## config.mk

```make
export PLATFORM = sky130hd
export DESIGN_NAME = gpio_bank
export DESIGN_NICKNAME = d
export VERILOG_FILES = /design/src/rtl/gpio_pkg.sv /design/src/rtl/gpio_sync.sv /design/src/rtl/gpio_port_regs.sv /design/src/rtl/gpio_hold_fsm.sv /design/src/rtl/gpio_bank.sv
export SDC_FILE = /design/constraint.sdc
export NUM_CORES = 1
export LEC_CHECK = 0
export BUFFER_PORTS_ARGS = -buffer_cell sky130_fd_sc_hd__buf_2
export CORE_ASPECT_RATIO = 1.4
export CORE_MARGIN = 2
export CORE_UTILIZATION = 47
export DETAILED_ROUTE_END_ITERATION = 12
export GPL_ROUTABILITY_DRIVEN = 0
export PLACE_DENSITY = 0.81
export REMOVE_ABC_BUFFERS = 1
export SLEW_MARGIN = 20
export SYNTH_ARGS = -nofsm -noshare
export SYNTH_HDL_FRONTEND = slang
export SYNTH_SLANG_ARGS = --single-unit
```

## constraint.sdc

```tcl
create_clock -name clk -period 3.1 [get_ports clk]
set_input_delay 0.155 -clock clk [delete_from_list [all_inputs] [get_ports clk]]
set_output_delay 0.155 -clock clk [all_outputs]
set_load 0.03 [all_outputs]
```

## src/rtl/gpio_pkg.sv

```systemverilog
package gpio_pkg;
    localparam int NPORT  = 3;
    localparam int PW     = 8;
    localparam int LASTW  = 5;
    localparam int TOTAL  = NPORT * PW;
    localparam int IDXW   = $clog2(PW);
    localparam int PORTAW = 2;

    typedef enum logic [1:0] {
        K_DATA = 2'd0,
        K_FSEL = 2'd1,
        K_DIR  = 2'd2,
        K_MODE = 2'd3
    } reg_kind_t;

    typedef enum logic {
        ST_RUN  = 1'b0,
        ST_HOLD = 1'b1
    } hold_state_t;

    function automatic int used_bits(int p);
        return (p == NPORT - 1) ? LASTW : PW;
    endfunction

    function automatic logic [TOTAL-1:0] valid_map();
        logic [TOTAL-1:0] m;
        m = '0;
        for (int p = 0; p < NPORT; p++)
            for (int b = 0; b < used_bits(p); b++)
                m[p*PW + b] = 1'b1;
        return m;
    endfunction

    localparam logic [TOTAL-1:0] VALID_PINS = valid_map();
    localparam logic [TOTAL-1:0] NOPULL_PINS = TOTAL'(2'b11) << PW;
endpackage

```

## src/rtl/gpio_sync.sv

```systemverilog
module gpio_sync #(
    parameter int W = 8
) (
    input  logic         clk,
    input  logic         rst_n,
    input  logic [W-1:0] d,
    output logic [W-1:0] q
);
    logic [W-1:0] meta;

    always_ff @(posedge clk or negedge rst_n) begin
        if (!rst_n) begin
            meta <= '0;
            q    <= '0;
        end else begin
            meta <= d;
            q    <= meta;
        end
    end
endmodule

```

## src/rtl/gpio_port_regs.sv

```systemverilog
module gpio_port_regs
    import gpio_pkg::*;
#(
    parameter int W    = 8,
    parameter int USED = 8,
    parameter int IW   = 3
) (
    input  logic          clk,
    input  logic          rst_n,
    input  logic          wr_en,
    input  reg_kind_t     kind,
    input  logic          bit_mode,
    input  logic [IW-1:0] bit_idx,
    input  logic [W-1:0]  wdata,
    output logic [W-1:0]  lat,
    output logic [W-1:0]  fsel,
    output logic [W-1:0]  dir,
    output logic [W-1:0]  mode
);
    localparam logic [W-1:0] MASK = W'((1 << USED) - 1);

    logic [W-1:0] bsel;
    logic [W-1:0] cur;
    logic [W-1:0] nxt;

    assign bsel = W'(1) << bit_idx;

    always_comb begin
        unique case (kind)
            K_DATA: cur = lat;
            K_FSEL: cur = fsel;
            K_DIR:  cur = dir;
            K_MODE: cur = mode;
            default: cur = '0;
        endcase
        if (bit_mode)
            nxt = ((cur & ~bsel) | (bsel & {W{wdata[0]}})) & MASK;
        else
            nxt = wdata & MASK;
    end

    always_ff @(posedge clk or negedge rst_n) begin
        if (!rst_n) begin
            lat  <= '0;
            fsel <= '0;
            dir  <= '0;
            mode <= '0;
        end else if (wr_en) begin
            unique case (kind)
                K_DATA: lat  <= nxt;
                K_FSEL: fsel <= nxt;
                K_DIR:  dir  <= nxt;
                K_MODE: mode <= nxt;
                default: ;
            endcase
        end
    end
endmodule

```

## src/rtl/gpio_hold_fsm.sv

```systemverilog
module gpio_hold_fsm
    import gpio_pkg::*;
#(
    parameter int N = 24
) (
    input  logic         clk,
    input  logic         rst_n,
    input  logic         hold_in,
    input  logic [N-1:0] live_oe,
    input  logic [N-1:0] live_out,
    output logic [N-1:0] eff_oe,
    output logic [N-1:0] eff_out
);
    hold_state_t state, state_nxt;
    logic [N-1:0] snap_oe;
    logic [N-1:0] snap_out;

    always_comb begin
        state_nxt = state;
        unique case (state)
            ST_RUN:  if (hold_in)  state_nxt = ST_HOLD;
            ST_HOLD: if (!hold_in) state_nxt = ST_RUN;
            default: state_nxt = ST_RUN;
        endcase
    end

    always_ff @(posedge clk or negedge rst_n) begin
        if (!rst_n) begin
            state    <= ST_RUN;
            snap_oe  <= '0;
            snap_out <= '0;
        end else begin
            state <= state_nxt;
            if (state == ST_RUN && hold_in) begin
                snap_oe  <= live_oe;
                snap_out <= live_out;
            end
        end
    end

    always_comb begin
        unique case (state)
            ST_RUN: begin
                eff_oe  = live_oe;
                eff_out = live_out;
            end
            ST_HOLD: begin
                eff_oe  = snap_oe;
                eff_out = snap_out;
            end
            default: begin
                eff_oe  = live_oe;
                eff_out = live_out;
            end
        endcase
    end
endmodule

```

## src/rtl/gpio_bank.sv

```systemverilog
module gpio_bank
    import gpio_pkg::*;
(
    input  logic               clk,
    input  logic               rst_n,
    input  logic               bus_en,
    input  logic               bus_wr,
    input  logic               bus_bit,
    input  logic               bus_rmw,
    input  logic [3:0]         bus_addr,
    input  logic [IDXW-1:0]    bus_bit_idx,
    input  logic [PW-1:0]      bus_wdata,
    output logic [PW-1:0]      bus_rdata,
    input  logic               hold_in,
    input  logic [TOTAL-1:0]   pad_in,
    output logic [TOTAL-1:0]   pad_oe,
    output logic [TOTAL-1:0]   pad_out,
    output logic [TOTAL-1:0]   pull_en,
    output logic [TOTAL-1:0]   pull_up,
    input  logic [TOTAL-1:0]   periph_oe,
    input  logic [TOTAL-1:0]   periph_out,
    output logic [TOTAL-1:0]   periph_in
);
    localparam int POLPORT = NPORT;

    reg_kind_t            kind;
    logic [PORTAW-1:0]    port;
    logic [TOTAL-1:0]     pin_sync;
    logic [TOTAL-1:0]     lat_flat, fsel_flat, dir_flat, mode_flat;
    logic [TOTAL-1:0]     live_oe, live_out;
    logic [NPORT-1:0]     pol;
    logic [PW-1:0]        rd_byte;

    assign kind = reg_kind_t'(bus_addr[3:2]);
    assign port = bus_addr[PORTAW-1:0];
    assign periph_in = pad_in;

    gpio_sync #(.W(TOTAL)) u_sync (
        .clk  (clk),
        .rst_n(rst_n),
        .d    (pad_in),
        .q    (pin_sync)
    );

    for (genvar p = 0; p < NPORT; p++) begin : g_port
        logic wr_p;
        logic [PW-1:0] sel_s, dir_s;
        assign wr_p = bus_en && bus_wr && (port == PORTAW'(p));

        gpio_port_regs #(.W(PW), .USED(used_bits(p)), .IW(IDXW)) u_regs (
            .clk     (clk),
            .rst_n   (rst_n),
            .wr_en   (wr_p),
            .kind    (kind),
            .bit_mode(bus_bit),
            .bit_idx (bus_bit_idx),
            .wdata   (bus_wdata),
            .lat     (lat_flat[p*PW +: PW]),
            .fsel    (fsel_flat[p*PW +: PW]),
            .dir     (dir_flat[p*PW +: PW]),
            .mode    (mode_flat[p*PW +: PW])
        );

        assign sel_s = fsel_flat[p*PW +: PW];
        assign dir_s = dir_flat[p*PW +: PW];
        assign live_oe[p*PW +: PW]  = (sel_s & periph_oe[p*PW +: PW]) | (~sel_s & dir_s);
        assign live_out[p*PW +: PW] = ((sel_s & periph_out[p*PW +: PW]) |
                                       (~sel_s & lat_flat[p*PW +: PW])) &
                                      VALID_PINS[p*PW +: PW];
        assign pull_up[p*PW +: PW]  = {PW{~pol[p]}} & VALID_PINS[p*PW +: PW];
    end

    always_ff @(posedge clk or negedge rst_n) begin
        if (!rst_n) begin
            pol <= '0;
        end else if (bus_en && bus_wr && port == PORTAW'(POLPORT) && kind == K_DATA) begin
            if (!bus_bit)
                pol <= bus_wdata[NPORT-1:0];
            else if (int'(bus_bit_idx) < NPORT)
                pol[bus_bit_idx] <= bus_wdata[0];
        end
    end

    gpio_hold_fsm #(.N(TOTAL)) u_hold (
        .clk     (clk),
        .rst_n   (rst_n),
        .hold_in (hold_in),
        .live_oe (live_oe),
        .live_out(live_out),
        .eff_oe  (pad_oe),
        .eff_out (pad_out)
    );

    assign pull_en = ~pad_oe & ~mode_flat & VALID_PINS & ~NOPULL_PINS;

    always_comb begin
        rd_byte = '0;
        if (port == PORTAW'(POLPORT)) begin
            if (kind == K_DATA)
                rd_byte = PW'(pol);
        end else begin
            for (int p = 0; p < NPORT; p++) begin
                if (port == PORTAW'(p)) begin
                    unique case (kind)
                        K_DATA: rd_byte = bus_rmw ? lat_flat[p*PW +: PW]
                                                  : (pin_sync[p*PW +: PW] & VALID_PINS[p*PW +: PW]);
                        K_FSEL: rd_byte = fsel_flat[p*PW +: PW];
                        K_DIR:  rd_byte = dir_flat[p*PW +: PW];
                        K_MODE: rd_byte = mode_flat[p*PW +: PW];
                        default: rd_byte = '0;
                    endcase
                end
            end
        end
        if (!bus_en)
            bus_rdata = '0;
        else if (bus_bit)
            bus_rdata = PW'(rd_byte[bus_bit_idx]);
        else
            bus_rdata = rd_byte;
    end
endmodule

```

After elaboration in Yosys (flattened, before gate mapping)
Cells that the tools add are included.
- $lt $le $gt $ge: 4
- eq/ne operators: 7
- shifts and indexed selects: 1
- muxes and demuxes: 29
- bitwise gates (word level): 36
- reduce and logical (&&, ||, !) cells: 23
- operators by type and width (cell ; count):
    $pmux 8 s4 ; 5
    $pmux 24 s2 ; 2
    $and 8x8->8 ; 11
    $mux 8 ; 10
    $or 8x8->8 ; 7
    $not 21->21 ; 2
    $reduce_and 2->1 ; 13
    $not 8->8 ; 3
    $and 21x21->21 ; 1
    $pmux 5 s4 ; 1
    $and 5x5->5 ; 3
    $mux 5 ; 2
    $or 5x5->5 ; 2
    $mux 3 ; 3
    $and 5x8->8 ; 1
    $and 8x5->8 ; 1
    $eq 2x2->1 const B ; 4
    $logic_and 1x1->1 ; 8
    $not 5->8 ; 1
    $shl 1x3->8 const A ; 1
    $eq 2x1->1 const B ; 2
    $logic_not 2->1 ; 2
    $lt 3x4->1 const B ; 1
    $not 1->1 ; 4
    8 further kinds ; 10
- register bits after elaboration: 175
- bits of input ports: 94
- output and inout port bits: 128
- word-level logic and storage cells: 118

Depth between registers and ports, before layout
Gate-level depths: netlist of run 1.
- depth in word-level cells: 10
- gate-level depth with buffers: 10
- gate-level depth less buffers: 7

Modules after synthesis
A second synthesis of run 1 with hierarchy kept.
- cell total of the unflattened synthesis: 943
- area, all modules: 10781.6 um^2
- by module, submodules not included (module ; instances ; cells each ; area an instance (um^2) ; sequential area each (um^2)):
    gpio_port_regs (g_port[0].u_regs ...) ; 2 ; 157 ; 1751.7 ; 800.8
    gpio_hold_fsm ; 1 ; 156 ; 2469.9 ; 1226.2
    gpio_bank ; 1 ; 305 ; 2432.3 ; 75.1
    gpio_sync ; 1 ; 48 ; 1201.2 ; 1201.2
    gpio_port_regs (g_port[2].u_regs) ; 1 ; 120 ; 1174.9 ; 500.5

Worst setup path before layout of run 1
OpenSTA, ideal clock, no wires.
- kind: input -> output
- start: input bus_rmw
- end: output bus_rdata[0]
- arrival time: 2.216 ns
- required time: 2.945 ns
- slack: 0.729 ns
- cell stages on the path: 9
- path buffers: 2
- path through: buf_4 > buf_12 > mux2i_1 > a2111oi_4 > nor2_1 > nand3_2 > o221ai_2 > o31a_1 > a311oi_1
- word-level cells in the longest chain between the ends: 10
- elaborated cells between the ends (all ways): 14
- ends and longest elaborated chain (what ; line ; source):
    start, declared ; gpio_bank.sv:9 ; input logic bus_rmw,
    $mux 8 ; gpio_bank.sv:105 ; K_DATA: rd_byte = bus_rmw ? lat_flat[p*PW +: PW]
    $pmux 8 s4 ; gpio_bank.sv:104 ; unique case (kind)
    $mux 8 (2 in a row) ; gpio_bank.sv:103 ; if (port == PORTAW'(p)) begin
    $mux 8 (*) ; gpio_bank.sv:103 ;
    $mux 8 (*) ; gpio_bank.sv:98 ; if (port == PORTAW'(POLPORT)) begin
    $bmux 1 s3 ; gpio_bank.sv:118 ; bus_rdata = PW'(rd_byte[bus_bit_idx]);
    $mux 1 (implied by the code) ; gpio_bank.sv:118 ;
    $mux 8 (*) ; gpio_bank.sv:117 ; else if (bus_bit)
    $mux 8 (*) ; gpio_bank.sv:115 ; if (!bus_en)
    end, declared ; gpio_bank.sv:13 ; output logic [PW-1:0] bus_rdata,
Every way passes the cells marked *; elsewhere a longest branch is shown, timed or not. The select of a mux whose other input is x is not followed.

Worst setup path in the final report of run 1
- start: register g_port[0].u_regs.dir[1]
- end: output bus_rdata[0]
- word-level cells in the longest chain between the ends: 9
- ends and longest elaborated chain (what ; line ; source):
    start, declared ; gpio_port_regs.sv:17 ; output logic [W-1:0] dir,
    start signal, assigned ; gpio_port_regs.sv:52 ; K_DIR: dir <= nxt;
    $pmux 8 s4 ; gpio_bank.sv:104 ;
    $mux 8 (3 in a row) ; gpio_bank.sv:103 ;
    $mux 8 ; gpio_bank.sv:98 ;
    $bmux 1 s3 ; gpio_bank.sv:118 ;
    $mux 1 (implied by the code) ; gpio_bank.sv:118 ;
    $mux 8 ; gpio_bank.sv:117 ;
    $mux 8 ; gpio_bank.sv:115 ;
Every way passes these cells. The select of a mux whose other input is x is not followed.

==> impl_results.md, run 1 <==
- Status: complete, no violations
- Cts bufs inserted: 17
- Die X: 123 um
- Clock transition at path regs: 0.07 ns
- Ys Warns: 0
- TNS Setup: 0 ns
- Sequential-to-total area share from yosys stat: 46.5%
- Yosys top cell area share: 46.5%
- WL final: 24.6 mm
- Reg2reg path depth: 3
- Max_slew headroom: 30.7%
- Core Rows: 60
- Distinct cells, synth: 56
- Net switching power: 2730 uW
- HP Class: input port to flop
- Detailed Place HPWL: 17.5 mm
- Largest net degree at the start of global routing: 85
- Mean Syn Cell Area: 11.5 um2
- Synth Flop Type: dfrtp_1
- TritonCTS clock tree: yes
- Initial Utilization: 48.0%
- Total of max-cap violations: 0
- Synth area leader: dfrtp_1
- Core Region: 19300 um2
- Final Power: 7850 uW
- Synthesized instance count: 803
- Logic pwr share: 32.3%
- Tightest Pin Transition: 1.04 ns
- Share of layout cells above drive strength 1: 46.7%
- CTS root buffer: clkbuf_16
- WHS Path Cells: 3
- Max Slew Vio Count: 0
- Share of power burned in registers: 39.2%
- LEAKAGE: 0.00521 uW
- Full die area: 20900 um2
- Int Power: 5120 uW
- Clk buf depth: 2
- Via Count: 7027
- Number of remaining DRC errors: 0
- Drt first-iter violations: 480
- Remaining antenna violation count: 0
- WS Path Type: flop to output port
- Worst Skew: 0.00978 ns
- Seq cells post-synth: 172
- Critical-path maximum fanout: 3
- Die H: 170 um
- Setup violators final: 0
- Worst Setup Start Kind: flop
- Initial antenna violation count: 6
- Sink Count: 172
- Tcrit/Tclk final: 89.6%
- Clk_lat worst skew: 0.44 ns
- First-pass DRT Iterations: 8
- NumNets Final: 1070
- Arrival @ worst endpoint: 2.62 ns
- PD cells: 715 nW/um2
- Drt via density: 5.65
- Number of global-route vias before repair: 7142
- Synth top area cells: dfrtp_1, mux2_2, buf_4, mux2i_1, nor2_1
- Synth-to-layout area growth: 18.5%
- Drt wl/cell: 19.8 um
- Setup crit end kind: output port
- Sw Ratio: 34.8%
- Req. time, crit path: 2.94 ns
- Hold Vio Cnt, Final: 0
- Area of the mapped netlist: 9270 um2
- Top Ports: 222
- Peak VDD IR: 343 uV
- Post-layout min period: 2.78 ns
- Fmax: 360 MHz
- First-pass GRT wire length: 38.0 mm
- Port-buffer cells: 195
- Gr usage total: 24.0%
- Number of synthesized flops with an enable pin: 0
- H-tree depth: 4
- RSZ-0062 raised after global routing: no
- Grt total ovfl: 0
- Post-CTS setup buffer count: 0
- Synth async-reset ratio: 100%
- Clock power share: 28.6%
==> synth_stat cells, types with 8 or more instances <==
master,number
mux2i_1,38
a31oi_1,12
buf_4,62
mux2_2,205
inv_1,10
o21ai_0,20
nor2b_1,12
clkbuf_1,17
a21oi_1,36
dfrtp_1,172
nor2_1,65
nand3_1,14
nand2_1,49
o211ai_1,8
==> path summary, 6_finish.rpt <==
path / start / endpoint / slack [ns]
min reg2reg: u_sync.meta[0] / u_sync.q[0] / 0.35
min: periph_out[18] / u_hold.snap_out[18] / 0.05
max: g_port[0].u_regs.dir[1] / bus_rdata[0] / 0.32
max reg2reg: u_hold.state / u_hold.snap_oe[8] / 1.16
max in group asynchronous: rst_n / u_hold.snap_out[2] / 1.92
min in group asynchronous: rst_n / u_sync.meta[10] / 0.32
==> registers in the layout, indices dropped and copies added (netlist names) <==
name                count
g_port.u_regs.lat      21
pol                     3
u_hold.snap_out        21
g_port.u_regs.dir      21
g_port.u_regs.mode     21
g_port.u_regs.fsel     21
u_sync.meta            21
u_sync.q               21
u_hold.state            1
u_hold.snap_oe         21
==> power by group through the flow <==
stage / registers [uW] / clock network (uW) / logic [uW]
floorplan: 2960 / 0 / 1820
global placement: 3080 / 0 / 2440
detailed placement: 3110 / 0 / 2500
CTS: 3070 / 2290 / 2540
global route: 3130 / 2370 / 2720
finish: 3070 / 2240 / 2530
==> worst max-delay path, stage by stage, from the launching register on <==
cell and delay (ns):
dfrtp_1 0.37, nor2b_1 0.14, a211oi_1 0.08, o41ai_1 0.40, buf_4 0.19, nor3_1 0.05, o31a_1 0.28, a311oi_1 0.41
buf_2 0.28
==> final cells by class <==
class,instances,area (um2)
flip-flops and latches,172,4310
inverters,12,45.0
diodes,6,15.0
clock inverters,9,135
fillers,1547,8310
repair buffers,234,1360
clock buffers,23,488
well taps,248,310
multi-input cells,539,4320
==> through the flow <==
step / util (%) / hold slack (ns) / setup WS [ns] / instance area (um2) / std cells
floorplan: - / -0.141 / 0.199 / 8670 / 723
global placement: 52.4 / 0.250 / 0.438 / 10100 / 1182
detailed placement: 52.4 / 0.259 / 0.400 / 10100 / 1182
CTS: 56.8 / 0.0311 / 0.311 / 11000 / 1237
global route: 56.9 / 0.0766 / 0.180 / 11000 / 1242
finish: 56.9 / 0.0455 / 0.322 / 11000 / 1243
==> logic make-up after synthesis <==
family                 after synthesis  share of synthesized area [%]
AO/OA/AOI/OAI                      113                           8.13
buffers and inverters              105                           7.43
multiplexers                       246                           29.8
other                                1                         0.0405
AND/OR/NAND/NOR                    166                           8.20
flip-flops                         172                           46.5
==> cells in the final DEF (no fill, tap or decap), types with 3 or more instances in the layout <==
cell / n
a211oi_1: 6
a21oi_1: 36
a222oi_1: 3
a22oi_1: 4
a31oi_1: 12
buf_2: 194
buf_4: 14
bufinv_16: 3
clkbuf_16: 17
clkbuf_8: 4
clkinv_4: 4
conb_1: 14
dfrtp_1: 171
diode_2: 6
dlygate4sd3_1: 23
inv_1: 10
mux2_2: 205
mux2i_1: 38
mux4_2: 3
nand2_1: 49
nand2b_1: 3
nand3_1: 14
nor2_1: 65
nor2_2: 4
nor2b_1: 12
nor3_1: 5
o2111ai_1: 5
o211ai_1: 8
o21ai_0: 20
o31ai_1: 3
==> metal layers <==
metal  part of all wire [%]  vias to the layer above  global-route usage, %  routed length, um
li1                       -                     3179                      -                  -
met5                      0                        -                      0                  0
met4                    5.3                        0                   15.0               1290
met2                     50                      383                   39.2              12200
met1                     38                     3371                   29.0               9460
met3                    6.6                       94                   4.42               1620
==> timing repair <==
item                                   in CTS  in global routing
hold buffers                               23                  0
endpoints found under the hold margin     103                  0
resized for setup                           0                  0
No activity file was read; power rests on OpenSTA's default activity.
==> inputs of run 2 (changes only) <==
==> constraint.sdc (replaced) <==
create_clock -name clk -period 3 [get_ports clk]
set_input_delay 0.15 -clock clk [delete_from_list [all_inputs] [get_ports clk]]
set_output_delay 0.15 -clock clk [all_outputs]
set_load 0.03 [all_outputs]
==> run 2 against run 1 <==
Compared with the run above: hold slack lost 0.0090 ns; first-iteration DRC count fell by 0.63%; register-to-register slack better by 0.22 ns; clock skew is 0.0038 ns lower; sequential power grew 4%; critical path type unchanged.
==> impl_results.md, run 2 (synthesized netlist as in run 1, its figures left out) <==
- Met2 WL: 12.3 mm (+0.73%)
- WHS Path Cells: 3 (unchanged)
- Cts bufs inserted: 17 (unchanged)
- First-pass DRT Iterations: 5 (-3)
- Most frequent cells in the layout: mux2_2, buf_2, dfrtp_1
- Share of layout cells above drive strength 1: 46.7% (about the same)
- Drt first-iter violations: 477 (-0.63%)
- Reg2reg path depth: 3 (unchanged)
- # fillers: 1562 (+0.97%)
- Initial antenna violation count: 4 (-2)
- TritonCTS clock tree: yes
- Detailed Place HPWL: 17.8 mm (+2.1%)
- Full die area: 20900 um2 (unchanged)
- Die X: 123 um (unchanged)
- Status: complete, no violations
- Slowest cell on the critical path: a311oi_1
- Post-layout min period: 2.83 ns
- Max_slew headroom: 52.8% (+22 points)
- HP Start: periph_out[18]
- Clock transition at path regs: 0.06 ns (about the same)
- Initial Utilization: 48.0% (unchanged)
- NumNets Final: 1074 (+0.37%)
- Setup violators final: 0 (unchanged)
- WS Path Type: flop to output port
- First-pass GRT wire length: 37.6 mm (-1.1%)
- WL final: 24.6 mm (-0.15%)
- Commonest non-fill, non-tap cell in the layout: mux2_2
- RSZ-0062 raised after global routing: no
- Hold path endpoint: u_hold.snap_out[18]
- Reg2reg end: u_hold.snap_oe[10]
- Grt total ovfl: 0 (unchanged)
- CP Cell Sequence: nor2b_1 > a211oi_1 > o41ai_1 > buf_4 > nor3_1 > o31a_1 > a311oi_1 > buf_2
- Hold Vio Cnt, Final: 0 (unchanged)
- Highest metal used: met4
- Max Slew Vio Count: 0 (unchanged)
- Port-buffer cells: 195 (unchanged)
- Number of global-route vias before repair: 6900 (-3.4%)
- LEAKAGE: 0.00523 uW (+0.50%)
- Met3 WL post-DR: 1.50 mm (-7.6%)
- DRT met1 WL: 9.59 mm (+1.4%)
- Drt via density: 5.62 (-0.53%)
- Hold_ws: 0.0365 ns (-0.00896 ns)
- Drt wl/cell: 19.7 um (-0.31%)
- H-tree depth: 4 (unchanged)
- Total of max-cap violations: 0 (unchanged)
- Clk buf depth: 2 (unchanged)
- Via Count: 7001 (-0.37%)
- Tcrit/Tclk final: 94.3%
- Worst R2R Start: u_hold.state
- Core Region: 19300 um2 (unchanged)
- Req. time, crit path: 2.85 ns (-0.09 ns)
- Critical-path maximum fanout: 3 (unchanged)
- Die H: 170 um (unchanged)
- Synth-to-layout area growth: 19.1%
- Utilization after layout: 57.2% (+0.30 points)
- Worst Skew: 0.00596 ns (-0.00382 ns)
- Tightest Pin Transition: 0.708 ns (-0.332 ns)
- Largest net degree at the start of global routing: 74 (-13%)
- Worst Setup Start Kind: flop
- CTS root buffer: clkbuf_16
- Core Rows: 60 (unchanged)
- Setup crit end kind: output port
- Fmax: 353 MHz
- Top Ports: 222 (unchanged)
- Sink Count: 172 (unchanged)
- Remaining antenna violation count: 0 (unchanged)
- R2R Setup Slk: 1.38 ns (+0.22 ns)
- PD cells: 744 nW/um2 (+4.0%)
- HP Class: input port to flop
- Number of remaining DRC errors: 0 (unchanged)
- Arrival @ worst endpoint: 2.68 ns (+0.06 ns)
- Clk_lat worst skew: 0.43 ns (about the same)
- TNS Setup: 0 ns (unchanged)
- Worst path max stage delay: 0.44 ns (+0.03 ns)
- Peak VDD IR: 403 uV (+17%)
- Gr usage total: 23.8% (-0.23 points)
- Setup crit start: g_port[0].u_regs.dir[1]
## run 2: cell types whose count changed in the layout (fill, tap and decap cells not counted)
cell / before / now
clkinv_2: 2 / 1
buf_12: 2 / 3
clkinv_4: 4 / 3
clkinvlp_4: 0 / 1
clkbuf_1: 2 / 4
diode_2: 6 / 4
clkbuf_8: 4 / 1
buf_4: 14 / 17
bufinv_16: 3 / 5
## run 2: area by class of cell
| type | count | area [um2] | area share, % |
|---|---|---|---|
| Antenna cell | 4 | 10.0 | 0.0907 |
| Clock buffer | 22 | 454 | 4.11 |
| Clock inverter | 10 | 189 | 1.71 |
| Inverter | 12 | 45.0 | 0.408 |
| Multi-Input combinational cell | 539 | 4320 | 39.2 |
| Sequential cell | 172 | 4310 | 39.0 |
| Tap cell | 248 | 310 | 2.81 |
| Timing Repair Buffer | 238 | 1400 | 12.7 |
## run 2: worst max path at each step
stage	endpoint	slack (ns)	depth (start not counted)
finish	bus_rdata[0]	0.17	8
global route	bus_rdata[0]	0.1	8
CTS	bus_rdata[0]	0.23	8
detailed placement	bus_rdata[0]	0.39	9
global placement	bus_rdata[0]	0.36	9
floorplan	u_hold.snap_oe[0]	0.1	2
## run 2: per-layer routing
metal,global-route usage (%),vias to the layer above
met5,0,-
met4,12.6,0
met3,4.59,82
met2,39.5,330
met1,28.9,3402
li1,-,3187
## run 2: where the power goes
part / switching, uW / leakage (uW) / internal, uW
clock network: 892 / 0.000309 / 1500
registers: 403 / 0.00215 / 2790
logic: 1520 / 0.00278 / 1110
total: 2810 / 0.00523 / 5390
## run 2: stage by stage
step | setup WS, ns | instances | power (uW) | cell area [um2]
5_1_grt | 0.0951 | 1244 | 8600 | 11000
6_report | 0.171 | 1245 | 8210 | 11000
2_1_floorplan | 0.0995 | 723 | 4940 | 8670
3_3_place_gp | 0.365 | 1186 | 5720 | 10200
3_5_place_dp | 0.390 | 1186 | 5810 | 10200
4_1_cts | 0.233 | 1241 | 8240 | 11000
## run 2: timing repair
action,in CTS,in global routing
hold buffers,23,0
buffers inserted,0,0
resized for setup,0,0
endpoints found under the hold margin,92,0
## run 2: worst max-delay path: cells and delay by family, from the launching register on
family	cells	cell delay, ns
buffers and inverters	2	0.48
AOI/OAI and AO/OA	4	1.18
and+or+nand+nor	2	0.20
DFF	1	0.38
==> inputs of run 3 (changes only) <==
--- a/config.mk
+++ b/config.mk
@@ -5,7 +5,7 @@
 export SDC_FILE = /design/constraint.sdc
 export NUM_CORES = 1
 export LEC_CHECK = 0
-export BUFFER_PORTS_ARGS = -buffer_cell sky130_fd_sc_hd__buf_2
+export BUFFER_PORTS_ARGS = -buffer_cell sky130_fd_sc_hd__clkbuf_2
 export CORE_ASPECT_RATIO = 1.4
 export CORE_MARGIN = 2
 export CORE_UTILIZATION = 47
==> run 3 against run 2 <==
Compared with the run above: hold slack improved by 0.0039 ns; cell count rose by 0.40%; critical path type is now input port to output port; global-route usage rose by 0.15 points; flip-flop and latch count stayed put.
==> impl_results.md, run 3 (synthesized netlist as in run 1, its figures left out) <==
- Share of layout cells above drive strength 1: 47.3% (+0.57 points)
- Number of remaining DRC errors: 0 (unchanged)
- H-tree depth: 4 (unchanged)
- CTS resizes: 0 (unchanged)
- Largest net degree at the start of global routing: 77 (+4.1%)
- Via Count: 7053 (+0.74%)
- Register Area: 4310 um2 (unchanged)
- Core Rows: 60 (unchanged)
- Arrival @ worst endpoint: 2.74 ns (+0.06 ns)
- Die X: 123 um (unchanged)
- Critical-path maximum fanout: 16 (+13)
- RSZ-0062 raised after global routing: no
- Total of max-cap violations: 0 (unchanged)
- Max_slew headroom: 58.0% (+5.2 points)
- Most frequent cells in the layout: mux2_2, clkbuf_2, dfrtp_1
- Tcrit/Tclk final: 96.2% (+1.9 points)
- Setup crit end kind: output port
- Setup violators final: 0 (unchanged)
- CP Cell Sequence: clkbuf_2 > inv_1 > buf_4 > o2bb2ai_1 > a21oi_1 > o211ai_1 > nor2_1 > o31a_1 > a311oi_1 > clkbuf_2
- Synth-to-layout area growth: 18.9%
- Multi-input logic area: 4320 um2 (unchanged)
- Full die area: 20900 um2 (unchanged)
- NumNets Final: 1079 (+0.47%)
- PD cells: 726 nW/um2 (-2.3%)
- Number of global-route vias before repair: 7001 (+1.5%)
- Gr usage total: 24.0% (+0.15 points)
- CP most frequent cell: clkbuf_2
- Max Slew Vio Count: 0 (unchanged)
- Req. time, crit path: 2.85 ns (about the same)
- Grt total ovfl: 0 (unchanged)
- Hold Vio Cnt, Final: 0 (unchanged)
- Sink Count: 172 (unchanged)
- Peak VDD IR: 390 uV (-3.2%)
- Detailed Place HPWL: 18.3 mm (+2.7%)
- Commonest non-fill, non-tap cell in the layout: mux2_2
- WS Path Type: input port to output port
- Utilization after layout: 57.1% (-0.12 points)
- Cts bufs inserted: 17 (unchanged)
- Worst Skew: 0.00832 ns (+0.00235 ns)
- # fillers: 1602 (+2.6%)
- First-pass DRT Iterations: 5 (unchanged)
- Port-buffer cells: 195 (unchanged)
- Drt wl/cell: 19.6 um (-0.55%)
- Initial Utilization: 48.0% (unchanged)
- Die H: 170 um (unchanged)
- Placed instance area: 10200 um2 (+0.37%)
- Worst Setup Start Kind: input port
- LEAKAGE: 0.00526 uW (+0.54%)
- Slowest cell on the critical path: a311oi_1
- First-pass GRT wire length: 37.8 mm (+0.64%)
- R2R Setup Slk: 1.37 ns (about the same)
- Clk buf depth: 2 (unchanged)
- Fin worst setup slack: 0.114 ns (-0.0572 ns)
- Core Region: 19300 um2 (unchanged)
- Drt first-iter violations: 478 (+0.21%)
- Design area: 11000 um2 (-0.20%)
- Status: complete, no violations
- Initial antenna violation count: 3 (-1)
- Remaining antenna violation count: 0 (unchanged)
- TNS Setup: 0 ns (unchanged)
- Drt via density: 5.64 (+0.34%)
- TritonCTS clock tree: yes
- Worst path max stage delay: 0.40 ns (-0.04 ns)
- CTS root buffer: clkbuf_16
- HP Class: input port to flop
- Tightest Pin Transition: 0.627 ns (-0.0803 ns)
- Post-layout min period: 2.89 ns (+0.0572 ns)
- Top Ports: 222 (unchanged)
- Clk_lat worst skew: 0.43 ns (about the same)
- Hold_ws: 0.0404 ns (+0.00386 ns)
- Clock transition at path regs: 0.06 ns (about the same)
- Fmax: 346 MHz (-2.0%)
- WL final: 24.5 mm (-0.15%)
- Setup slack at placement: 0.256 ns (-0.134 ns)
run 3: changes by cell type in the layout (fill, tap and decap cells not counted):
cell and change:
clkbuf_1 -3, bufinv_16 -3, inv_6 +3, clkbuf_2 +194, buf_4 +5, clkinv_2 +3
buf_2 -194
run 3: cell type report:
type | instances | area share, %
Clock buffer | 19 | 4.02
Sequential cell | 172 | 39.1
Inverter | 12 | 0.409
Tap cell | 248 | 2.82
Clock inverter | 13 | 1.27
Antenna cell | 4 | 0.0909
Timing Repair Buffer | 243 | 13.1
Multi-Input combinational cell | 539 | 39.3
run 3: where the power goes:
group	switching, uW	internal [uW]	leakage [uW]	total (uW)
registers	396	2790	0.00215	3180
logic	1540	1100	0.00283	2640
clock network	921	1250	0.000288	2170
run 3: critical path, delay by kind of cell:
family                 cells  cell delay, ns
AO/OA/AOI/OAI              5            1.22
buffers and inverters      4            1.26
AND/OR/NAND/NOR            1            0.09
run 3: routing by layer:
metal	GRT usage [%]	wire [um]
met2	39.6	12500
met4	13.5	1170
met5	0	0
met3	4.05	1330
met1	29.4	9480
run 3: final timing paths:
kind | from | to | cells after the start
max in group asynchronous | rst_n | g_port[1].u_regs.fsel[1] | 3
min in group asynchronous | rst_n | u_hold.snap_out[12] | 2
setup reg to reg | g_port[0].u_regs.dir[1] | g_port[0].u_regs.mode[1] | 4
hold reg to reg | u_sync.meta[20] | u_sync.q[20] | 0
hold / removal | periph_out[18] | u_hold.snap_out[18] | 3
setup / recovery | bus_addr[3] | bus_rdata[0] | 10
run 3: repair_timing:
item | 4_1_cts | 5_1_grt
setup buffers | 0 | 0
hold endpoints to repair | 63 | 0
hold buffers | 23 | 0
run 3: stage by stage:
step	cells	total power (uW)
final	1250	8000
after global routing	1248	8380
after CTS	1246	8050
after detailed placement	1191	5830
after global placement	1191	5730
after floorplan	723	4940
